`src/rtl/pvic_pkg.sv`:
```
package pvic_pkg;
    localparam int PRIO_W      = 2;
    localparam int EXC_W       = 6;
    localparam int REG_ADDR_W  = 4;
    localparam int REG_DATA_W  = 32;
    localparam int PRIO_PER_WD = REG_DATA_W / PRIO_W;

    localparam logic [EXC_W-1:0] EXC_NMI      = 6'd2;
    localparam logic [EXC_W-1:0] EXC_EXT_BASE = 6'd16;

    localparam logic [REG_ADDR_W-1:0] A_ENABLE  = 4'd0;
    localparam logic [REG_ADDR_W-1:0] A_SETPEND = 4'd1;
    localparam logic [REG_ADDR_W-1:0] A_CLRPEND = 4'd2;
    localparam logic [REG_ADDR_W-1:0] A_ACTIVE  = 4'd3;
    localparam logic [REG_ADDR_W-1:0] A_MODE    = 4'd4;
    localparam logic [REG_ADDR_W-1:0] A_PRIO0   = 4'd8;
    localparam logic [REG_ADDR_W-1:0] A_PRIO1   = 4'd9;

    typedef enum logic [1:0] {
        ST_QUIET     = 2'd0,
        ST_OFFER_IRQ = 2'd1,
        ST_OFFER_NMI = 2'd2
    } offer_state_e;
endpackage

```
`src/rtl/irq_cfg_regs.sv`:
```
module irq_cfg_regs
    import pvic_pkg::*;
#(
    parameter int NUM_LINES = 8
) (
    input  logic                           clk,
    input  logic                           rst_n,
    input  logic                           wr_en,
    input  logic [REG_ADDR_W-1:0]          addr,
    input  logic [REG_DATA_W-1:0]          wdata,
    input  logic [NUM_LINES-1:0]           pend,
    input  logic [NUM_LINES-1:0]           active,
    output logic [NUM_LINES-1:0]           enable,
    output logic [NUM_LINES-1:0]           pulse_mode,
    output logic [NUM_LINES-1:0][PRIO_W-1:0] prio,
    output logic [NUM_LINES-1:0]           sw_set,
    output logic [NUM_LINES-1:0]           sw_clr,
    output logic [REG_DATA_W-1:0]          rdata
);
    localparam int IMG_W = 2 * REG_DATA_W;

    logic [IMG_W-1:0]      prio_img;
    logic [REG_DATA_W-1:0] rd_mux;

    // Per-line priority fields; absent lines read as zero.
    for (genvar g = 0; g < REG_DATA_W; g++) begin : g_prio
        localparam int WORD = g / PRIO_PER_WD;
        localparam int LSB  = PRIO_W * (g % PRIO_PER_WD);
        localparam logic [REG_ADDR_W-1:0] MY_ADDR = (WORD == 0) ? A_PRIO0 : A_PRIO1;
        if (g < NUM_LINES) begin : g_live
            logic [PRIO_W-1:0] prio_r;
            always_ff @(posedge clk or negedge rst_n) begin
                if (!rst_n)
                    prio_r <= '0;
                else if (wr_en && addr == MY_ADDR)
                    prio_r <= wdata[LSB +: PRIO_W];
            end
            assign prio[g] = prio_r;
            assign prio_img[PRIO_W*g +: PRIO_W] = prio_r;
        end else begin : g_absent
            assign prio_img[PRIO_W*g +: PRIO_W] = '0;
        end
    end

    always_ff @(posedge clk or negedge rst_n) begin
        if (!rst_n) begin
            enable     <= '0;
            pulse_mode <= '0;
        end else if (wr_en) begin
            if (addr == A_ENABLE) enable     <= wdata[NUM_LINES-1:0];
            if (addr == A_MODE)   pulse_mode <= wdata[NUM_LINES-1:0];
        end
    end

    assign sw_set = (wr_en && addr == A_SETPEND) ? wdata[NUM_LINES-1:0] : '0;
    assign sw_clr = (wr_en && addr == A_CLRPEND) ? wdata[NUM_LINES-1:0] : '0;

    always_comb begin
        rd_mux = '0;
        unique case (addr)
            A_ENABLE:             rd_mux = REG_DATA_W'(enable);
            A_SETPEND, A_CLRPEND: rd_mux = REG_DATA_W'(pend);
            A_ACTIVE:             rd_mux = REG_DATA_W'(active);
            A_MODE:               rd_mux = REG_DATA_W'(pulse_mode);
            A_PRIO0:              rd_mux = prio_img[REG_DATA_W-1:0];
            A_PRIO1:              rd_mux = prio_img[IMG_W-1:REG_DATA_W];
            default:              rd_mux = '0;
        endcase
    end

    always_ff @(posedge clk or negedge rst_n) begin
        if (!rst_n) rdata <= '0;
        else        rdata <= rd_mux;
    end
endmodule

```
`src/rtl/irq_track.sv`:
```
module irq_track #(
    parameter int NUM_LINES = 8
) (
    input  logic                 clk,
    input  logic                 rst_n,
    input  logic [NUM_LINES-1:0] irq_in,
    input  logic [NUM_LINES-1:0] pulse_mode,
    input  logic [NUM_LINES-1:0] sw_set,
    input  logic [NUM_LINES-1:0] sw_clr,
    input  logic [NUM_LINES-1:0] ack_line,
    input  logic [NUM_LINES-1:0] ret_line,
    input  logic                 nmi_in,
    input  logic                 ack_nmi,
    input  logic                 ret_nmi,
    output logic [NUM_LINES-1:0] pend,
    output logic [NUM_LINES-1:0] active,
    output logic                 nmi_pend,
    output logic                 nmi_active
);
    logic [NUM_LINES-1:0] irq_q;
    logic [NUM_LINES-1:0] rise;
    logic [NUM_LINES-1:0] active_nx;
    logic [NUM_LINES-1:0] capture;
    logic [NUM_LINES-1:0] pend_nx;
    logic                 nmi_q;

    assign rise      = irq_in & ~irq_q;
    assign active_nx = (active | ack_line) & ~ret_line;
    // Level lines are masked while (or about to be) in service.
    assign capture   = (pulse_mode & rise) | (~pulse_mode & irq_in & ~active_nx);
    // Capture and software set are applied after the clears: set wins.
    assign pend_nx   = (pend & ~ack_line & ~sw_clr) | sw_set | capture;

    always_ff @(posedge clk or negedge rst_n) begin
        if (!rst_n) begin
            irq_q      <= '0;
            pend       <= '0;
            active     <= '0;
            nmi_q      <= 1'b0;
            nmi_pend   <= 1'b0;
            nmi_active <= 1'b0;
        end else begin
            irq_q      <= irq_in;
            pend       <= pend_nx;
            active     <= active_nx;
            nmi_q      <= nmi_in;
            nmi_pend   <= (nmi_pend & ~ack_nmi) | (nmi_in & ~nmi_q);
            nmi_active <= (nmi_active | ack_nmi) & ~ret_nmi;
        end
    end
endmodule

```
`src/rtl/irq_pick.sv`:
```
module irq_pick
    import pvic_pkg::*;
#(
    parameter int NUM_LINES = 8,
    parameter int IDX_W     = (NUM_LINES > 1) ? $clog2(NUM_LINES) : 1
) (
    input  logic [NUM_LINES-1:0]             pend,
    input  logic [NUM_LINES-1:0]             enable,
    input  logic [NUM_LINES-1:0]             active,
    input  logic [NUM_LINES-1:0][PRIO_W-1:0] prio,
    input  logic                             nmi_pend,
    input  logic                             nmi_active,
    output logic                             take_nmi,
    output logic                             take_irq,
    output logic [IDX_W-1:0]                 take_idx,
    output logic [PRIO_W-1:0]                take_prio,
    output logic [PRIO_W:0]                  run_prio,
    output logic [NUM_LINES-1:0]             ret_line
);
    localparam logic [PRIO_W:0] RUN_NONE = (PRIO_W+1)'(1 << PRIO_W);

    logic              found;
    logic [PRIO_W-1:0] best_p;
    logic [IDX_W-1:0]  best_i;
    logic              act_found;
    logic [IDX_W-1:0]  act_i;

    // Descending scans with <= leave the lowest index on ties:
    // a fixed-depth comparator chain, no data-dependent cycles.
    always_comb begin
        found  = 1'b0;
        best_p = '0;
        best_i = '0;
        for (int i = NUM_LINES - 1; i >= 0; i--) begin
            if (pend[i] && enable[i] && (!found || prio[i] <= best_p)) begin
                found  = 1'b1;
                best_p = prio[i];
                best_i = IDX_W'(i);
            end
        end
    end

    always_comb begin
        act_found = 1'b0;
        run_prio  = RUN_NONE;
        act_i     = '0;
        for (int i = NUM_LINES - 1; i >= 0; i--) begin
            if (active[i] && {1'b0, prio[i]} <= run_prio) begin
                act_found = 1'b1;
                run_prio  = {1'b0, prio[i]};
                act_i     = IDX_W'(i);
            end
        end
    end

    always_comb begin
        ret_line = '0;
        if (act_found) ret_line[act_i] = 1'b1;
    end

    assign take_nmi  = nmi_pend && !nmi_active;
    assign take_irq  = found && !nmi_active && ({1'b0, best_p} < run_prio);
    assign take_idx  = best_i;
    assign take_prio = best_p;
endmodule

```
`src/rtl/prio_irq_ctrl.sv`:
```
module prio_irq_ctrl
    import pvic_pkg::*;
#(
    parameter int NUM_LINES = 8
) (
    input  logic                  clk,
    input  logic                  rst_n,
    input  logic [NUM_LINES-1:0]  irq_in,
    input  logic                  nmi_in,
    input  logic                  reg_wr_en,
    input  logic [REG_ADDR_W-1:0] reg_addr,
    input  logic [REG_DATA_W-1:0] reg_wdata,
    output logic [REG_DATA_W-1:0] reg_rdata,
    output logic                  core_req,
    output logic [EXC_W-1:0]      core_excnum,
    output logic [PRIO_W-1:0]     core_prio,
    input  logic                  core_ack,
    input  logic                  core_eret
);
    localparam int IDX_W = (NUM_LINES > 1) ? $clog2(NUM_LINES) : 1;

    logic [NUM_LINES-1:0]             enable;
    logic [NUM_LINES-1:0]             pulse_mode;
    logic [NUM_LINES-1:0][PRIO_W-1:0] prio;
    logic [NUM_LINES-1:0]             sw_set;
    logic [NUM_LINES-1:0]             sw_clr;
    logic [NUM_LINES-1:0]             pend;
    logic [NUM_LINES-1:0]             line_active;
    logic                             nmi_pend;
    logic                             nmi_active;
    logic                             take_nmi;
    logic                             take_irq;
    logic [IDX_W-1:0]                 take_idx;
    logic [PRIO_W-1:0]                take_prio;
    logic [PRIO_W:0]                  run_prio;
    logic [NUM_LINES-1:0]             ret_pick;
    logic [NUM_LINES-1:0]             ack_line;
    logic [NUM_LINES-1:0]             ret_line;
    logic                             ack_nmi;
    logic                             ret_nmi;

    offer_state_e      state, state_nx;
    logic              load_offer;
    logic [IDX_W-1:0]  offer_idx;
    logic [PRIO_W-1:0] offer_prio;

    irq_cfg_regs #(.NUM_LINES(NUM_LINES)) u_regs (
        .clk        (clk),
        .rst_n      (rst_n),
        .wr_en      (reg_wr_en),
        .addr       (reg_addr),
        .wdata      (reg_wdata),
        .pend       (pend),
        .active     (line_active),
        .enable     (enable),
        .pulse_mode (pulse_mode),
        .prio       (prio),
        .sw_set     (sw_set),
        .sw_clr     (sw_clr),
        .rdata      (reg_rdata)
    );

    irq_track #(.NUM_LINES(NUM_LINES)) u_track (
        .clk        (clk),
        .rst_n      (rst_n),
        .irq_in     (irq_in),
        .pulse_mode (pulse_mode),
        .sw_set     (sw_set),
        .sw_clr     (sw_clr),
        .ack_line   (ack_line),
        .ret_line   (ret_line),
        .nmi_in     (nmi_in),
        .ack_nmi    (ack_nmi),
        .ret_nmi    (ret_nmi),
        .pend       (pend),
        .active     (line_active),
        .nmi_pend   (nmi_pend),
        .nmi_active (nmi_active)
    );

    irq_pick #(.NUM_LINES(NUM_LINES), .IDX_W(IDX_W)) u_pick (
        .pend       (pend),
        .enable     (enable),
        .active     (line_active),
        .prio       (prio),
        .nmi_pend   (nmi_pend),
        .nmi_active (nmi_active),
        .take_nmi   (take_nmi),
        .take_irq   (take_irq),
        .take_idx   (take_idx),
        .take_prio  (take_prio),
        .run_prio   (run_prio),
        .ret_line   (ret_pick)
    );

    // Handshake decode toward the tracking logic.
    always_comb begin
        ack_line = '0;
        if (state == ST_OFFER_IRQ && core_ack) ack_line[offer_idx] = 1'b1;
    end
    assign ack_nmi  = (state == ST_OFFER_NMI) && core_ack;
    assign ret_nmi  = core_eret && nmi_active;
    assign ret_line = (core_eret && !nmi_active) ? ret_pick : '0;

    // State register and offer latch.
    always_ff @(posedge clk or negedge rst_n) begin
        if (!rst_n) begin
            state      <= ST_QUIET;
            offer_idx  <= '0;
            offer_prio <= '0;
        end else begin
            state <= state_nx;
            if (load_offer) begin
                offer_idx  <= take_idx;
                offer_prio <= take_prio;
            end
        end
    end

    // Next-state logic: raise, retarget, escalate, withdraw, accept.
    always_comb begin
        state_nx   = state;
        load_offer = 1'b0;
        unique case (state)
            ST_QUIET: begin
                if (take_nmi) begin
                    state_nx = ST_OFFER_NMI;
                end else if (take_irq) begin
                    state_nx   = ST_OFFER_IRQ;
                    load_offer = 1'b1;
                end
            end
            ST_OFFER_IRQ: begin
                if (core_ack) begin
                    state_nx = ST_QUIET;
                end else if (take_nmi) begin
                    state_nx = ST_OFFER_NMI;
                end else if (take_irq) begin
                    state_nx   = ST_OFFER_IRQ;
                    load_offer = 1'b1;
                end else begin
                    state_nx = ST_QUIET;
                end
            end
            ST_OFFER_NMI: begin
                if (core_ack) state_nx = ST_QUIET;
            end
            default: state_nx = ST_QUIET;
        endcase
    end

    // Output decode.
    always_comb begin
        core_req    = 1'b0;
        core_excnum = '0;
        core_prio   = '0;
        unique case (state)
            ST_QUIET: ;
            ST_OFFER_IRQ: begin
                core_req    = 1'b1;
                core_excnum = EXC_EXT_BASE + EXC_W'(offer_idx);
                core_prio   = offer_prio;
            end
            ST_OFFER_NMI: begin
                core_req    = 1'b1;
                core_excnum = EXC_NMI;
            end
            default: ;
        endcase
    end
endmodule

```
`config.mk`:
```
export PLATFORM = sky130hd
export DESIGN_NAME = prio_irq_ctrl
export DESIGN_NICKNAME = d
export VERILOG_FILES = /design/src/rtl/pvic_pkg.sv /design/src/rtl/irq_cfg_regs.sv /design/src/rtl/irq_track.sv /design/src/rtl/irq_pick.sv /design/src/rtl/prio_irq_ctrl.sv
export SDC_FILE = /design/constraint.sdc
export NUM_CORES = 1
export LEC_CHECK = 0
export BUFFER_PORTS_ARGS = -buffer_cell sky130_fd_sc_hd__buf_4
export CAP_MARGIN = 10
export CORE_MARGIN = 3
export CORE_UTILIZATION = 52
export DETAILED_ROUTE_END_ITERATION = 6
export PLACE_DENSITY = 0.78
export SYNTH_ARGS = -nofsm -noshare
export SYNTH_HDL_FRONTEND = slang
export SYNTH_SLANG_ARGS = --single-unit
```
`constraint.sdc`:
```
create_clock -name clk -period 8.7 [get_ports clk]
set_input_delay 1.74 -clock clk [delete_from_list [all_inputs] [get_ports clk]]
set_output_delay 1.74 -clock clk [all_outputs]
set_load 0.005 [all_outputs]
```
# After elaboration in Yosys (flattened, before gate mapping)
# Cells that the tools add are included.
# classes
addsub	1
order_cmp	20
eq_ne	9
n_mux	72
bitwise_logic	25
reduce_logical	57
# ops
op	n
16-bit case mux with 5 select lines	1
3-bit two-way mux	24
8-bit AND	7
8-bit inverter	6
8-bit two-way mux	5
1-bit logical AND	35
8-bit bitwise OR	4
2-bit two-way mux	14
1-bit two-way mux	23
2-bit by 3-bit <= comparator with 1-bit output	7
2-bit <= comparator	7
6-bit case mux with 2 select lines	1
4-bit by 2-bit == test with 1-bit output, second input constant	2
1-bit zero test	8
3-bit by 4-bit less-than comparator with 1-bit output, second input constant	2
1-bit logical OR	7
5-bit by 3-bit adder with 6-bit output, first input constant	1
1-bit demux with 3-bit select	2
3-bit by 1-bit greater-or-equal comparator with 1-bit output, second input constant	2
2-bit case mux with 3 select lines	1
2-bit AND reduction	3
4-bit by 1-bit == test with 1-bit output, second input constant	1
4-bit by 3-bit == test with 1-bit output, second input constant	1
4-bit == test, second input constant	1
other kinds (13)	19
# totals
reg_bits	82
output_inout_bits	41

# Longest topological paths before layout
# Gate-level depths: netlist (run 1).
# logic_depth
ltp_word	36
mapped_depth	51
mapped_depth_nobuf	49

# Cells and area by module
# Synthesis (run 1) repeated with hierarchy kept, for this count alone.
# unflattened
hier_cells	550
hier_area_um2	5479.0
# modules_own_cells
mod	instances	cells_each	area_per_inst_um2	seq_area_each_um2
irq_cfg_regs	1	169	2272.2	1201.2
irq_pick	1	227	1592.8	0.0
irq_track	1	88	1019.7	675.6
prio_irq_ctrl	1	66	594.3	175.2

# Worst setup path before layout (run 1)
# OpenSTA, ideal clock, no wires.
# synth_timing
kind	reg-to-reg
from	register u_regs.enable[7]
to	register offer_idx[0]
setup_time_ns	0.128
t_arrival_ns	9.344
t_required_ns	8.572
slack_ns	-0.771
stages_incl_launch_ff	48
path_buffers	2
synth_period_minus_slack_ns	9.471
path_cell_list	dfrtp_1 > buf_2 > nand3_1 > ha_1 > nor2b_1 > o2111a_1 > nor3b_1 > nor2_1 > ha_1 > nor2b_1 > o211ai_1 > nor2b_1 > o21a_1 > ha_1 > a221o_1 > a32oi_1 > o31ai_1 > and2_1 > (+12 left out) > ha_1 > nor2b_1 > o21ai_0 > o21bai_1 > mux2i_1 > ha_1 > nor2b_1 > a2bb2oi_1 > a21oi_1 > nor2_1 > a221o_1 > ha_1 > a21boi_0 > o21ai_0 > a21oi_1 > a21boi_1 > nor3_4 > mux2_1
# synth_via
elab_chain_cells	36
# synth_lines
element	line	text
start: declaration	irq_cfg_regs.sv:13	output logic [NUM_LINES-1:0] enable,
start signal: assignment	irq_cfg_regs.sv:50	if (addr == A_ENABLE) enable <= wdata[NUM_LINES-1:0];
1-bit logical AND *	irq_pick.sv:35	if (pend[i] && enable[i] && (!found || prio[i] <= best_p)) begin
2-bit two-way mux or 1-bit two-way mux (tied branches)	irq_pick.sv:35	
2-bit <= comparator or 1-bit zero test (tied branches)	irq_pick.sv:35	
1-bit logical OR	irq_pick.sv:35	
1-bit logical AND	irq_pick.sv:35	
2-bit two-way mux or 1-bit two-way mux (tied branches)	irq_pick.sv:35	
2-bit <= comparator or 1-bit zero test (tied branches)	irq_pick.sv:35	
1-bit logical OR	irq_pick.sv:35	
(+21 left out)	-	
2-bit two-way mux *	irq_pick.sv:35	
net take_prio[1]	prio_irq_ctrl.sv:34	logic [PRIO_W-1:0] take_prio;
2-bit by 3-bit less-than comparator with 1-bit output *	irq_pick.sv:62	assign take_irq = found && !nmi_active && ({1'b0, best_p} < run_prio);
1-bit logical AND *	irq_pick.sv:62	
1-bit two-way mux *	prio_irq_ctrl.sv:128, prio_irq_ctrl.sv:138	
1-bit two-way mux *	prio_irq_ctrl.sv:126	if (take_nmi) begin
1-bit two-way mux	prio_irq_ctrl.sv:134	if (core_ack) begin
1-bit case mux with 2 select lines *	prio_irq_ctrl.sv:124	unique case (state)
end signal: assignment	prio_irq_ctrl.sv:114	offer_idx <= take_idx;
end: declaration	prio_irq_ctrl.sv:44	logic [IDX_W-1:0] offer_idx;
# Mark *: on every way through the listed nets, which the timed path passes. The rest lies on a longest branch.
# A chain may end at the register's enable or synchronous reset.

# Worst setup path after layout (run 1)
# layout_timing
from	register u_track.pend[7]
to	register state[0]
# layout_via
elab_chain_cells	36
# layout_lines
element	line	text
start: declaration	irq_track.sv:15	output logic [NUM_LINES-1:0] pend,
start signal: assignment	irq_track.sv:44	pend <= pend_nx;
1-bit logical AND *	irq_pick.sv:35	
2-bit two-way mux or 1-bit two-way mux (tied branches)	irq_pick.sv:35	
2-bit <= comparator or 1-bit zero test (tied branches)	irq_pick.sv:35	
1-bit logical OR	irq_pick.sv:35	
1-bit logical AND	irq_pick.sv:35	
2-bit two-way mux or 1-bit two-way mux (tied branches)	irq_pick.sv:35	
2-bit <= comparator or 1-bit zero test (tied branches)	irq_pick.sv:35	
1-bit logical OR	irq_pick.sv:35	
(+21 left out)	-	
2-bit two-way mux *	irq_pick.sv:35	
net take_prio[1]	prio_irq_ctrl.sv:34	
2-bit by 3-bit less-than comparator with 1-bit output *	irq_pick.sv:62	
1-bit logical AND *	irq_pick.sv:62	
1-bit two-way mux	prio_irq_ctrl.sv:138	end else if (take_irq) begin
2-bit two-way mux	prio_irq_ctrl.sv:136	end else if (take_nmi) begin
2-bit two-way mux	prio_irq_ctrl.sv:134	
2-bit case mux with 3 select lines	prio_irq_ctrl.sv:124	
end signal: assignment	prio_irq_ctrl.sv:112	state <= state_nx;
end: declaration	prio_irq_ctrl.sv:42	offer_state_e state, state_nx;
# Marks and branches as above.

==> flow_metrics.env, run 1 <==
export IMPL_syn_area_per_cell_um2=9.35
export IMPL_syn_to_final_growth_pct=36.5
export IMPL_hp_class="flip-flop to flip-flop"
export IMPL_grt_pass1_wl_mm=25.2
export IMPL_worstSetupEndpointType="flip-flop"
export IMPL_n_antenna_cell=0
export IMPL_grt_max_degree=83
export IMPL_crit_required_ns=9.01
export IMPL_hold_path_depth=1
export IMPL_place_gp_congestion=0.952
export IMPL_cpMaxStageDelayCell="or4b_1"
export IMPL_max_slew_margin=0.0582
export IMPL_grt_ovfl_total=0
export IMPL_r2r_end="state[0]"
export IMPL_yosys_area_share_xor_xnor=0
export IMPL_crit_type="flip-flop to flip-flop"
export IMPL_rrSetupSlack_ns=-1.20
export IMPL_drv_slew=0
export IMPL_die_width_um=108
export IMPL_rr_worst_depth=47
export IMPL_clockRootBuffer="clkbuf_8"
export IMPL_r2r_start="u_track.pend[7]"
export IMPL_cts_tree="built"
export IMPL_critPathMaxStageDelay_ns=0.54
export IMPL_wl_per_cell_um=19.3
export IMPL_antenna_left=0
export IMPL_ys_seq_area_frac=0.380
export IMPL_muxShareOfSynthArea=0.122
export IMPL_die_h_um=108
export IMPL_rows=36
export IMPL_grt_pass1_vias=5213
export IMPL_power_per_cell_area_nw_per_um2=404
export IMPL_htreeDepth=3
export IMPL_fin_tns_setup_ns=-7.94
export IMPL_cts_reportedPaths_clkPinSlew_ns=0.11
export IMPL_synth_top_family_by_area="compound AO/OA/AOI/OAI gates"
export IMPL_grt_usage=0.276
export IMPL_cts_hold_buf=0
export IMPL_drt_iter0_markers=430
export IMPL_layout_setup_ws_ns=-1.20
export IMPL_io_pins=91
export IMPL_first_pass_iters=5
export IMPL_status="finished, violations left"
export IMPL_fin_crit_sh=1.14
export IMPL_post_place_cells=821
export IMPL_post_dp_hpwl_mm=11.2
export IMPL_static_leakage_power_nw=3.52
export IMPL_dieArea_um2=11700
export IMPL_core_area_um2=9950
export IMPL_stdcell_area_um2=7380
export IMPL_clock_latency_ns=0.38
export IMPL_max_cap_violations=0
export IMPL_synth_edf_count=0
export IMPL_synth_fa_ha_area_frac=0.0741
export IMPL_num_vias=5262
export IMPL_nNetsFinal=821
export IMPL_synth_area_um2=5410
export IMPL_worst_pin_slew_ns=1.40
export IMPL_routed_wirelength_mm=16.9
export IMPL_clock_sinks=82
export IMPL_synth_top_flop_cell="dfrtp_1"
export IMPL_initial_core_util=0.543
export IMPL_cp_arrival_ns=10.21
export IMPL_io_buffers=56
export IMPL_startpoint_type="flip-flop"
export IMPL_async_flop_share=1.00
export IMPL_path_common_cell="ha_1"
export IMPL_stdcell_count=877
export IMPL_routed_via_density=6.00
export IMPL_dp_slack_ns=-0.992
export IMPL_power_w=0.00299
export IMPL_crit_end="state[0]"
export IMPL_final_setup_viol_count=7
export IMPL_ys_ff_latch=82
export IMPL_synth_simple_area_share=0.178
export IMPL_yosysUniqueCellTypes=63
export IMPL_clock_skew_ns=0.0197
export IMPL_hold_violations=0
export IMPL_yosysWarnings=0
export IMPL_violations="setup timing"
export IMPL_synth_compound_area_frac=0.187
export IMPL_cts_buffer_depth=2
export IMPL_crit_fanout=4
export IMPL_crit_start="u_track.pend[7]"
export IMPL_placedInstanceArea_um2=6510
export IMPL_antenna_found_initial=0
export IMPL_drc=0
export IMPL_ir_drop_mv=0.300
export IMPL_worst_hold_startpoint="u_track.nmi_q"
export IMPL_post_route_min_period_ns=9.90
export IMPL_cts_buffers=9
export IMPL_rsz0062_at_grt="true"
export IMPL_drive_gt1_frac=0.425
export IMPL_fmax_mhz=101
export IMPL_syn_inst=578
## critical path, delay by kind of cell (launching register included)
kind	cells	cell delay, ns
buffers and inverters	1	0.08
muxes	2	0.51
adders and majority gates	8	2.34
and+or+nand+nor	17	2.63
DFF	1	0.46
AOI/OAI and AO/OA	19	3.82
## routing by layer
metal,up-vias,global-route usage,wire length (µm)
li1,2387,-,-
met1,2553,0.342,6590
met2,253,0.465,8390
met3,69,0.0472,1170
met4,0,0.137,760
met5,-,0,0
## timing repair
action                                  4_1_cts  5_1_grt
gates resized for setup                      30       54
pin swaps                                    21       56
endpoints found under the setup margin       21       23
cloned                                        0        0
buffers inserted                             22       18
## sequential cells by signal (all words and copies together), names as in the netlist
| signal | count |
|---|---|
| u_regs.enable | 8 |
| u_track.active | 8 |
| u_track.nmi_active | 1 |
| u_track.nmi_q | 1 |
| u_regs.rdata | 16 |
| offer_prio | 2 |
| u_regs.pulse_mode | 8 |
| u_regs.g_prio.g_live.prio_r | 16 |
| u_track.irq_q | 8 |
| offer_idx | 3 |
| u_track.nmi_pend | 1 |
| state | 2 |
| u_track.pend | 8 |
## final cells by class
| class | count | area (µm²) |
|---|---|---|
| clock buffers | 10 | 138 |
| clock inverters | 6 | 73.8 |
| fillers | 682 | 2570 |
| inverters | 22 | 82.6 |
| multi-input cells | 451 | 3560 |
| flip-flops and latches | 82 | 2060 |
| well taps | 133 | 166 |
| repair buffers | 173 | 1310 |
## kinds of logic after synthesis
| group | Yosys count |
|---|---|
| simple gates | 195 |
| compound gates | 146 |
| flops | 82 |
| buf+inv | 62 |
| mux | 60 |
| fa+ha+maj | 32 |
| other cells | 1 |
## worst min-delay path by stage
| stage | end | slack (ns) |
|---|---|---|
| final | u_track.nmi_pend | 0.44 |
| after global placement | u_track.nmi_pend | 0.41 |
| after CTS | u_track.nmi_pend | 0.45 |
| after global routing | u_track.nmi_pend | 0.48 |
| after detailed placement | u_track.nmi_pend | 0.43 |
| after floorplan | u_track.nmi_pend | 0.40 |
## through the flow
step	hold WS (ns)	util
after floorplan	0.400	-
after global placement	0.412	0.654
after detailed placement	0.435	0.654
after CTS	0.447	0.702
after global routing	0.477	0.742
final	0.439	0.742
## Yosys cell counts, drive strengths merged (7+ instances only)
| cell | count | area [µm²] |
|---|---|---|
| a21oi | 29 | 145 |
| a22oi | 10 | 75.1 |
| a31oi | 11 | 83.8 |
| and2 | 11 | 68.8 |
| and3 | 15 | 93.8 |
| buf | 24 | 175 |
| clkbuf | 16 | 60.1 |
| dfrtp | 82 | 2050 |
| ha | 32 | 400 |
| inv | 22 | 82.6 |
| mux2 | 46 | 518 |
| mux2i | 14 | 140 |
| nand2 | 66 | 248 |
| nand3 | 13 | 65.1 |
| nor2 | 38 | 143 |
| nor2b | 22 | 138 |
| o211ai | 8 | 70.1 |
| o21a | 7 | 52.6 |
| o21ai | 28 | 140 |
| o22ai | 8 | 50.1 |
## power by group
part / internal (W) / switching, W / leakage, nW
sequential: 0.000459 / 0.000121 / 1.00
combinational: 0.00111 / 0.000991 / 2.41
clock: 0.000144 / 0.000162 / 0.101
## layout by cell type, fill, tap and decap left out, drive strengths merged, types with 3 or more instances in the layout
| cell type | netlist | layout |
|---|---|---|
| a211oi | 4 | 4 |
| a21boi | 6 | 6 |
| a21oi | 29 | 29 |
| a221o | 4 | 4 |
| a22oi | 10 | 10 |
| a31o | 3 | 3 |
| a31oi | 11 | 11 |
| a32oi | 5 | 5 |
| and2 | 11 | 11 |
| and3 | 15 | 15 |
| buf | 24 | 173 |
| clkbuf | 16 | 10 |
| conb | 1 | 18 |
| dfrtp | 82 | 82 |
| ha | 32 | 32 |
| inv | 22 | 24 |
| mux2 | 46 | 46 |
| mux2i | 14 | 14 |
| nand2 | 66 | 66 |
| nand2b | 5 | 5 |
| nand3 | 13 | 13 |
| nand3b | 3 | 3 |
| nor2 | 38 | 38 |
| nor2b | 22 | 22 |
| nor3 | 6 | 6 |
| nor3b | 3 | 3 |
| o211ai | 8 | 8 |
| o21a | 7 | 7 |
| o21ai | 28 | 28 |
| o22ai | 8 | 8 |
| o311ai | 3 | 3 |
| o31ai | 4 | 4 |
| or2 | 5 | 5 |
(Power assumes the default switching activity.)
==> run 2, diff against run 1 <==
ABC_AREA = 1   (was not set)
CORE_UTILIZATION = 51   (was 52)
PLACE_DENSITY = 0.77   (was 0.78)
==> run 2 against run 1 <==
Compared with the run above:
- the flow now finishes without violations
- sequential share of layout area is 7.4 points higher
- setup slack gained 2.0 ns
- via count shrank 13%
- largest cell class unchanged
- design area fell by 21%
- non-clock buffer count down 117
- synthesized cell count grew 19%
- register-to-register slack gained 2.0 ns
==> flow_metrics.env, run 2 <==
export IMPL_status="finished clean"
export IMPL_grt_max_degree=83
export IMPL_cts_buffers=9
export IMPL_ys_ff_latch=82
export IMPL_clock_latency_ns=0.36
export IMPL_p_int_w=0.00103
export IMPL_synth_fa_ha_area_frac=0.0782
export IMPL_crit_required_ns=8.96
export IMPL_fin_crit_sh=0.910
export IMPL_syn_area_per_cell_um2=7.47
export IMPL_max_slew_margin=0.169
export IMPL_routed_wirelength_mm=12.5
export IMPL_power_per_cell_area_nw_per_um2=339
export IMPL_cts_buffer_depth=2
export IMPL_n_antenna_cell=0
export IMPL_hold_violations=0
export IMPL_die_h_um=106
export IMPL_io_pins=91
export IMPL_muxShareOfSynthArea=0
export IMPL_dp_slack_ns=0.853
export IMPL_synth_compound_area_frac=0.128
export IMPL_num_vias=4598
export IMPL_die_width_um=106
export IMPL_dieArea_um2=11300
export IMPL_worst_hold_slack_ns=0.425
export IMPL_yosysWarnings=0
export IMPL_wl_per_cell_um=14.2
export IMPL_fin_tns_setup_ns=0
export IMPL_synth_top_area_frac=0.401
export IMPL_first_pass_iters=5
export IMPL_initial_core_util=0.539
export IMPL_yosys_area_share_xor_xnor=0
export IMPL_grtUsageMet2=0.376
export IMPL_final_cell_mix="nand2_1, inv_1, dfrtp_1"
export IMPL_antenna_left=0
export IMPL_top_usage_layer="met2"
export IMPL_clock_skew_ns=0.00796
export IMPL_async_flop_share=1.00
export IMPL_routed_via_density=5.23
export IMPL_cts_reportedPaths_clkPinSlew_ns=0.09
export IMPL_critPathMaxStageDelay_ns=0.47
export IMPL_synth_top_family_by_area="simple AND/OR/NAND/NOR gates"
export IMPL_syn_to_final_growth_pct=13.9
export IMPL_rows=35
export IMPL_nNetsFinal=827
export IMPL_top_regs="u_regs.g_prio.g_live.prio_r: 16 flops, u_regs.rdata: 16 flops"
export IMPL_fmax_mhz=126
export IMPL_yosysMostFrequentCell="nand2_1"
export IMPL_cp_arrival_ns=8.17
export IMPL_clockRootBuffer="clkbuf_8"
export IMPL_antenna_found_initial=0
export IMPL_syn_inst=685
export IMPL_switchingPower_w=0.000943
export IMPL_cts_tree="built"
export IMPL_grt_pass1_wl_mm=21.2
export IMPL_crit_fanout=8
export IMPL_drive_gt1_frac=0.153
export IMPL_startpoint_type="flip-flop"
export IMPL_place_gp_congestion=0.898
export IMPL_synth_top_flop_cell="dfrtp_1"
export IMPL_hp_class="flip-flop to flip-flop"
export IMPL_max_cap_violations=0
export IMPL_htreeDepth=3
export IMPL_use_met1=0.319
export IMPL_worstSetupEndpointType="flip-flop"
export IMPL_clock_sinks=82
export IMPL_post_place_cells=863
export IMPL_static_leakage_power_nw=3.21
export IMPL_switching_share=0.478
export IMPL_crit_type="flip-flop to flip-flop"
export IMPL_core_area_um2=9500
export IMPL_yosysUniqueCellTypes=37
export IMPL_grtUsageMet3=0.0486
export IMPL_cpMaxStageDelayCell="dfrtp_1"
export IMPL_final_setup_viol_count=0
export IMPL_synth_top_area_cell="dfrtp_1"
export IMPL_layout_setup_ws_ns=0.783
export IMPL_synth_area_um2=5120
export IMPL_combPwrFrac=0.572
export IMPL_ir_drop_mv=0.155
export IMPL_fillers=873
export IMPL_io_buffers=56
export IMPL_path_common_cell="nand2_1"
export IMPL_grt_usage=0.234
export IMPL_post_dp_hpwl_mm=9.50
export IMPL_post_route_min_period_ns=7.92
export IMPL_grt_pass1_vias=4563
export IMPL_synth_top_cells_by_area="dfrtp_1, nand2_1, inv_1"
export IMPL_grt_ovfl_total=0
export IMPL_worst_pin_slew_ns=1.24
export IMPL_drt_iter0_markers=252
export IMPL_synth_simple_area_share=0.280
export IMPL_mostFrequentLayoutCell="nand2_1"
export IMPL_stdcell_count=879
export IMPL_drv_slew=0
export IMPL_final_util=0.614
export IMPL_synth_commonest_cells="nand2_1, inv_1, dfrtp_1, nor2_1, nand3_1"
export IMPL_rsz0062_at_grt="false"
export IMPL_p_clk_frac=0.149
export IMPL_synth_edf_count=0
export IMPL_drc=0
export IMPL_p_seq_frac=0.279
export IMPL_ys_seq_area_frac=0.401
[run 2: metal layers]
| metal | vias up | share of wire |
|---|---|---|
| li1 | 2274 | - |
| met1 | 2156 | 0.46 |
| met2 | 144 | 0.47 |
| met3 | 24 | 0.060 |
| met4 | 0 | 0.017 |
| met5 | - | 0 |
[run 2: critical path, delay by kind of cell, from the launching register on]
| family | cells | cell delay [ns] |
|---|---|---|
| AO/OA/AOI/OAI | 13 | 1.99 |
| flip-flops | 1 | 0.47 |
| adder cells (fa/ha/maj) | 8 | 2.13 |
| AND/OR/NAND/NOR | 30 | 2.68 |
| buffers and inverters | 7 | 0.51 |
[run 2: per-stage QoR]
step                cell area [µm²]  power [W]
floorplan                      5180    0.00141
global placement               5610    0.00161
detailed placement             5610    0.00167
global route                   5830    0.00220
CTS                            5820    0.00197
finish                         5830    0.00197
[run 2: what timing repair did]
item,4_1_cts,5_1_grt
buffers inserted,0,0
resized for setup,0,6
endpoints found under the setup margin,0,7
hold buffers,0,0
hold endpoints to repair,0,0
[run 2: cell families after synthesis]
family / after synthesis
compound gates: 107
buf+inv: 134
fa+ha+maj: 32
other cells: 1
simple gates: 329
flops: 82
[run 2: layout make-up]
cell class	count	area (µm²)	area share
multi-input combinational	486	2570	0.441
inverter	110	413	0.0708
timing repair buffer	56	420	0.0721
sequential	82	2050	0.352
tap	129	161	0.0277
clock buffer	10	138	0.0236
clock inverter	6	72.6	0.0124
[run 2: worst paths after layout]
| path | start | end | slack [ns] | cells after the start |
|---|---|---|---|---|
| worst max-delay path | u_track.active[7] | offer_idx[0] | 0.78 | 58 |
| worst max register to register | u_track.active[7] | offer_idx[0] | 0.78 | 58 |
| worst min-delay path | u_track.nmi_q | u_track.nmi_pend | 0.43 | 1 |
| max in group asynchronous | rst_n | u_regs.enable[7] | 6.46 | 1 |
| worst min register to register | u_track.nmi_q | u_track.nmi_pend | 0.43 | 1 |
| min in group asynchronous | rst_n | u_track.irq_q[7] | 1.55 | 1 |
[run 2: power groups by stage]
stage	Combinational, W	Clock [W]	Sequential [W]
2_1_floorplan	0.000881	0	0.000526
3_3_place_gp	0.00106	0	0.000551
3_5_place_dp	0.00111	0	0.000554
4_1_cts	0.00112	0.000299	0.000548
5_1_grt	0.00132	0.000316	0.000561
6_report	0.00113	0.000295	0.000551
==> run 3, diff against run 2 <==
--- a/config.mk
+++ b/config.mk
@@ -10,2 +10,3 @@
 export CAP_MARGIN = 10
+export CORE_ASPECT_RATIO = 0.5
 export CORE_MARGIN = 3
==> constraint.sdc (replaced) <==
create_clock -name clk -period 8.7 [get_ports clk]
set_input_delay 1.305 -clock clk [delete_from_list [all_inputs] [get_ports clk]]
set_output_delay 1.305 -clock clk [all_outputs]
set_load 0.005 [all_outputs]
==> run 3 against run 2 <==
Compared with the run above:
- final cell count is 1.0% higher
- register-to-register slack better by 0.10 ns
- clock skew is 0.0023 ns higher
- critical path type unchanged
- largest power group unchanged
==> flow_metrics.env, run 3 (same netlist as run 2, synthesis figures left out) <==
export IMPL_max_cap_violations=0
export IMPL_worst_hold_startpoint="u_track.nmi_q"
export IMPL_power_per_cell_area_nw_per_um2=352
export IMPL_grt_usage=0.230
export IMPL_critPathMaxStageDelay_ns=0.47
export IMPL_mostFrequentLayoutCell="nand2_1"
export IMPL_clock_skew_ns=0.0103
export IMPL_antenna_left=0
export IMPL_drv_slew=0
export IMPL_io_pins=91
export IMPL_routed_wirelength_mm=12.7
export IMPL_n_antenna_cell=0
export IMPL_top_regs="u_regs.g_prio.g_live.prio_r: 16 flops, u_regs.rdata: 16 flops"
export IMPL_static_leakage_power_nw=3.28
export IMPL_stdcell_area_um2=5970
export IMPL_rsz0062_at_grt="false"
export IMPL_use_met1=0.363
export IMPL_grt_max_degree=45
export IMPL_r2r_start="u_track.active[7]"
export IMPL_rrSetupSlack_ns=0.89
export IMPL_htreeDepth=3
export IMPL_startpoint_type="flip-flop"
export IMPL_cts_reportedPaths_clkPinSlew_ns=0.07
export IMPL_nNetsFinal=830
export IMPL_grtUsageMet2=0.321
export IMPL_hold_path_depth=1
export IMPL_crit_required_ns=8.92
export IMPL_post_dp_hpwl_mm=9.57
export IMPL_status="finished clean"
export IMPL_cts_tree="built"
export IMPL_die_h_um=76.8
export IMPL_ir_drop_mv=0.143
export IMPL_initial_core_util=0.533
export IMPL_top_usage_layer="met1"
export IMPL_dieArea_um2=11300
export IMPL_hold_violations=0
export IMPL_cts_hold_buf=0
export IMPL_grt_ovfl_total=0
export IMPL_num_vias=4577
export IMPL_drive_gt1_frac=0.150
export IMPL_placedInstanceArea_um2=5640
export IMPL_antenna_found_initial=0
export IMPL_crit_fanout=8
export IMPL_cp_arrival_ns=8.04
export IMPL_rr_worst_depth=58
export IMPL_post_route_min_period_ns=7.81
export IMPL_clockRootBuffer="clkbuf_16"
export IMPL_wl_per_cell_um=14.3
export IMPL_hp_class="flip-flop to flip-flop"
export IMPL_io_buffers=56
export IMPL_fillers=873
export IMPL_holdPathEnd="u_track.nmi_pend"
export IMPL_cpMaxStageDelayCell="dfrtp_1"
export IMPL_fin_crit_sh=0.898
export IMPL_max_slew_margin=0.241
export IMPL_path_buf_inv=7
export IMPL_drt_iter0_markers=458
export IMPL_core_area_um2=9600
export IMPL_final_cell_mix="nand2_1, inv_1, dfrtp_1"
export IMPL_fmax_mhz=128
export IMPL_fin_tns_setup_ns=0
export IMPL_routed_via_density=5.15
export IMPL_worst_hold_slack_ns=0.432
export IMPL_grtUsageMet3=0.0401
export IMPL_cts_buffer_depth=2
export IMPL_grt_pass1_vias=4235
export IMPL_cts_buffers=9
export IMPL_worst_pin_slew_ns=1.14
export IMPL_power_w=0.00210
export IMPL_r2r_end="offer_idx[2]"
export IMPL_syn_to_final_growth_pct=16.7
export IMPL_worstSetupEndpointType="flip-flop"
export IMPL_crit_family="simple AND/OR/NAND/NOR gates"
export IMPL_rows=25
export IMPL_drc=0
export IMPL_grt_pass1_wl_mm=20.9
export IMPL_clock_latency_ns=0.34
export IMPL_die_width_um=148
export IMPL_place_gp_congestion=0.926
export IMPL_final_setup_viol_count=0
export IMPL_clock_sinks=82
export IMPL_first_pass_iters=6
export IMPL_crit_type="flip-flop to flip-flop"
export IMPL_path_common_cell="nand2_1"
-- run 3: metrics by stage --
stage | cells | util | worst slack (ns)
after detailed placement | 872 | 0.587 | 0.928
after floorplan | 702 | - | 1.71
after global placement | 872 | 0.587 | 1.13
final | 888 | 0.622 | 0.886
after global routing | 888 | 0.622 | 0.0263
after CTS | 888 | 0.621 | 0.862
-- run 3: worst max-delay path by stage --
stage | endpoint | slack, ns | from | cells after the start
floorplan | offer_idx[2] | 1.71 | u_track.active[7] | 58
global placement | offer_idx[1] | 1.13 | u_track.active[7] | 58
detailed placement | offer_idx[1] | 0.93 | u_track.active[7] | 58
CTS | offer_idx[2] | 0.86 | u_track.active[7] | 58
global route | offer_idx[2] | 0.03 | u_regs.enable[7] | 61
finish | offer_idx[2] | 0.89 | u_track.active[7] | 58
-- run 3: power breakdown --
part	leakage (nW)	switching (W)	internal, W
registers	0.999	0.0000914	0.000459
clock network	0.156	0.000154	0.000261
logic	2.12	0.000705	0.000430
-- run 3: per-layer routing --
| layer | part of all wire | wire length, µm | up-vias |
|---|---|---|---|
| met1 | 0.50 | 6370 | 2084 |
| met4 | 0.014 | 172 | 0 |
| li1 | - | - | 2293 |
| met5 | 0 | 0 | - |
| met2 | 0.40 | 5060 | 182 |
| met3 | 0.088 | 1130 | 18 |
-- run 3: what timing repair did --
item,CTS,global route
setup buffers,0,0
endpoints found under the hold margin,0,0
endpoints found under the setup margin,0,5
gates resized for setup,0,3
-- run 3: layout make-up --
type,instances,area [µm²],area share
clock buffers,11,243,0.0407
clock inverters,5,85.1,0.0143
inverters,110,413,0.0692
multi-input cells,486,2560,0.429
flip-flops and latches,82,2050,0.344
well taps,135,169,0.0283
repair buffers,59,443,0.0742
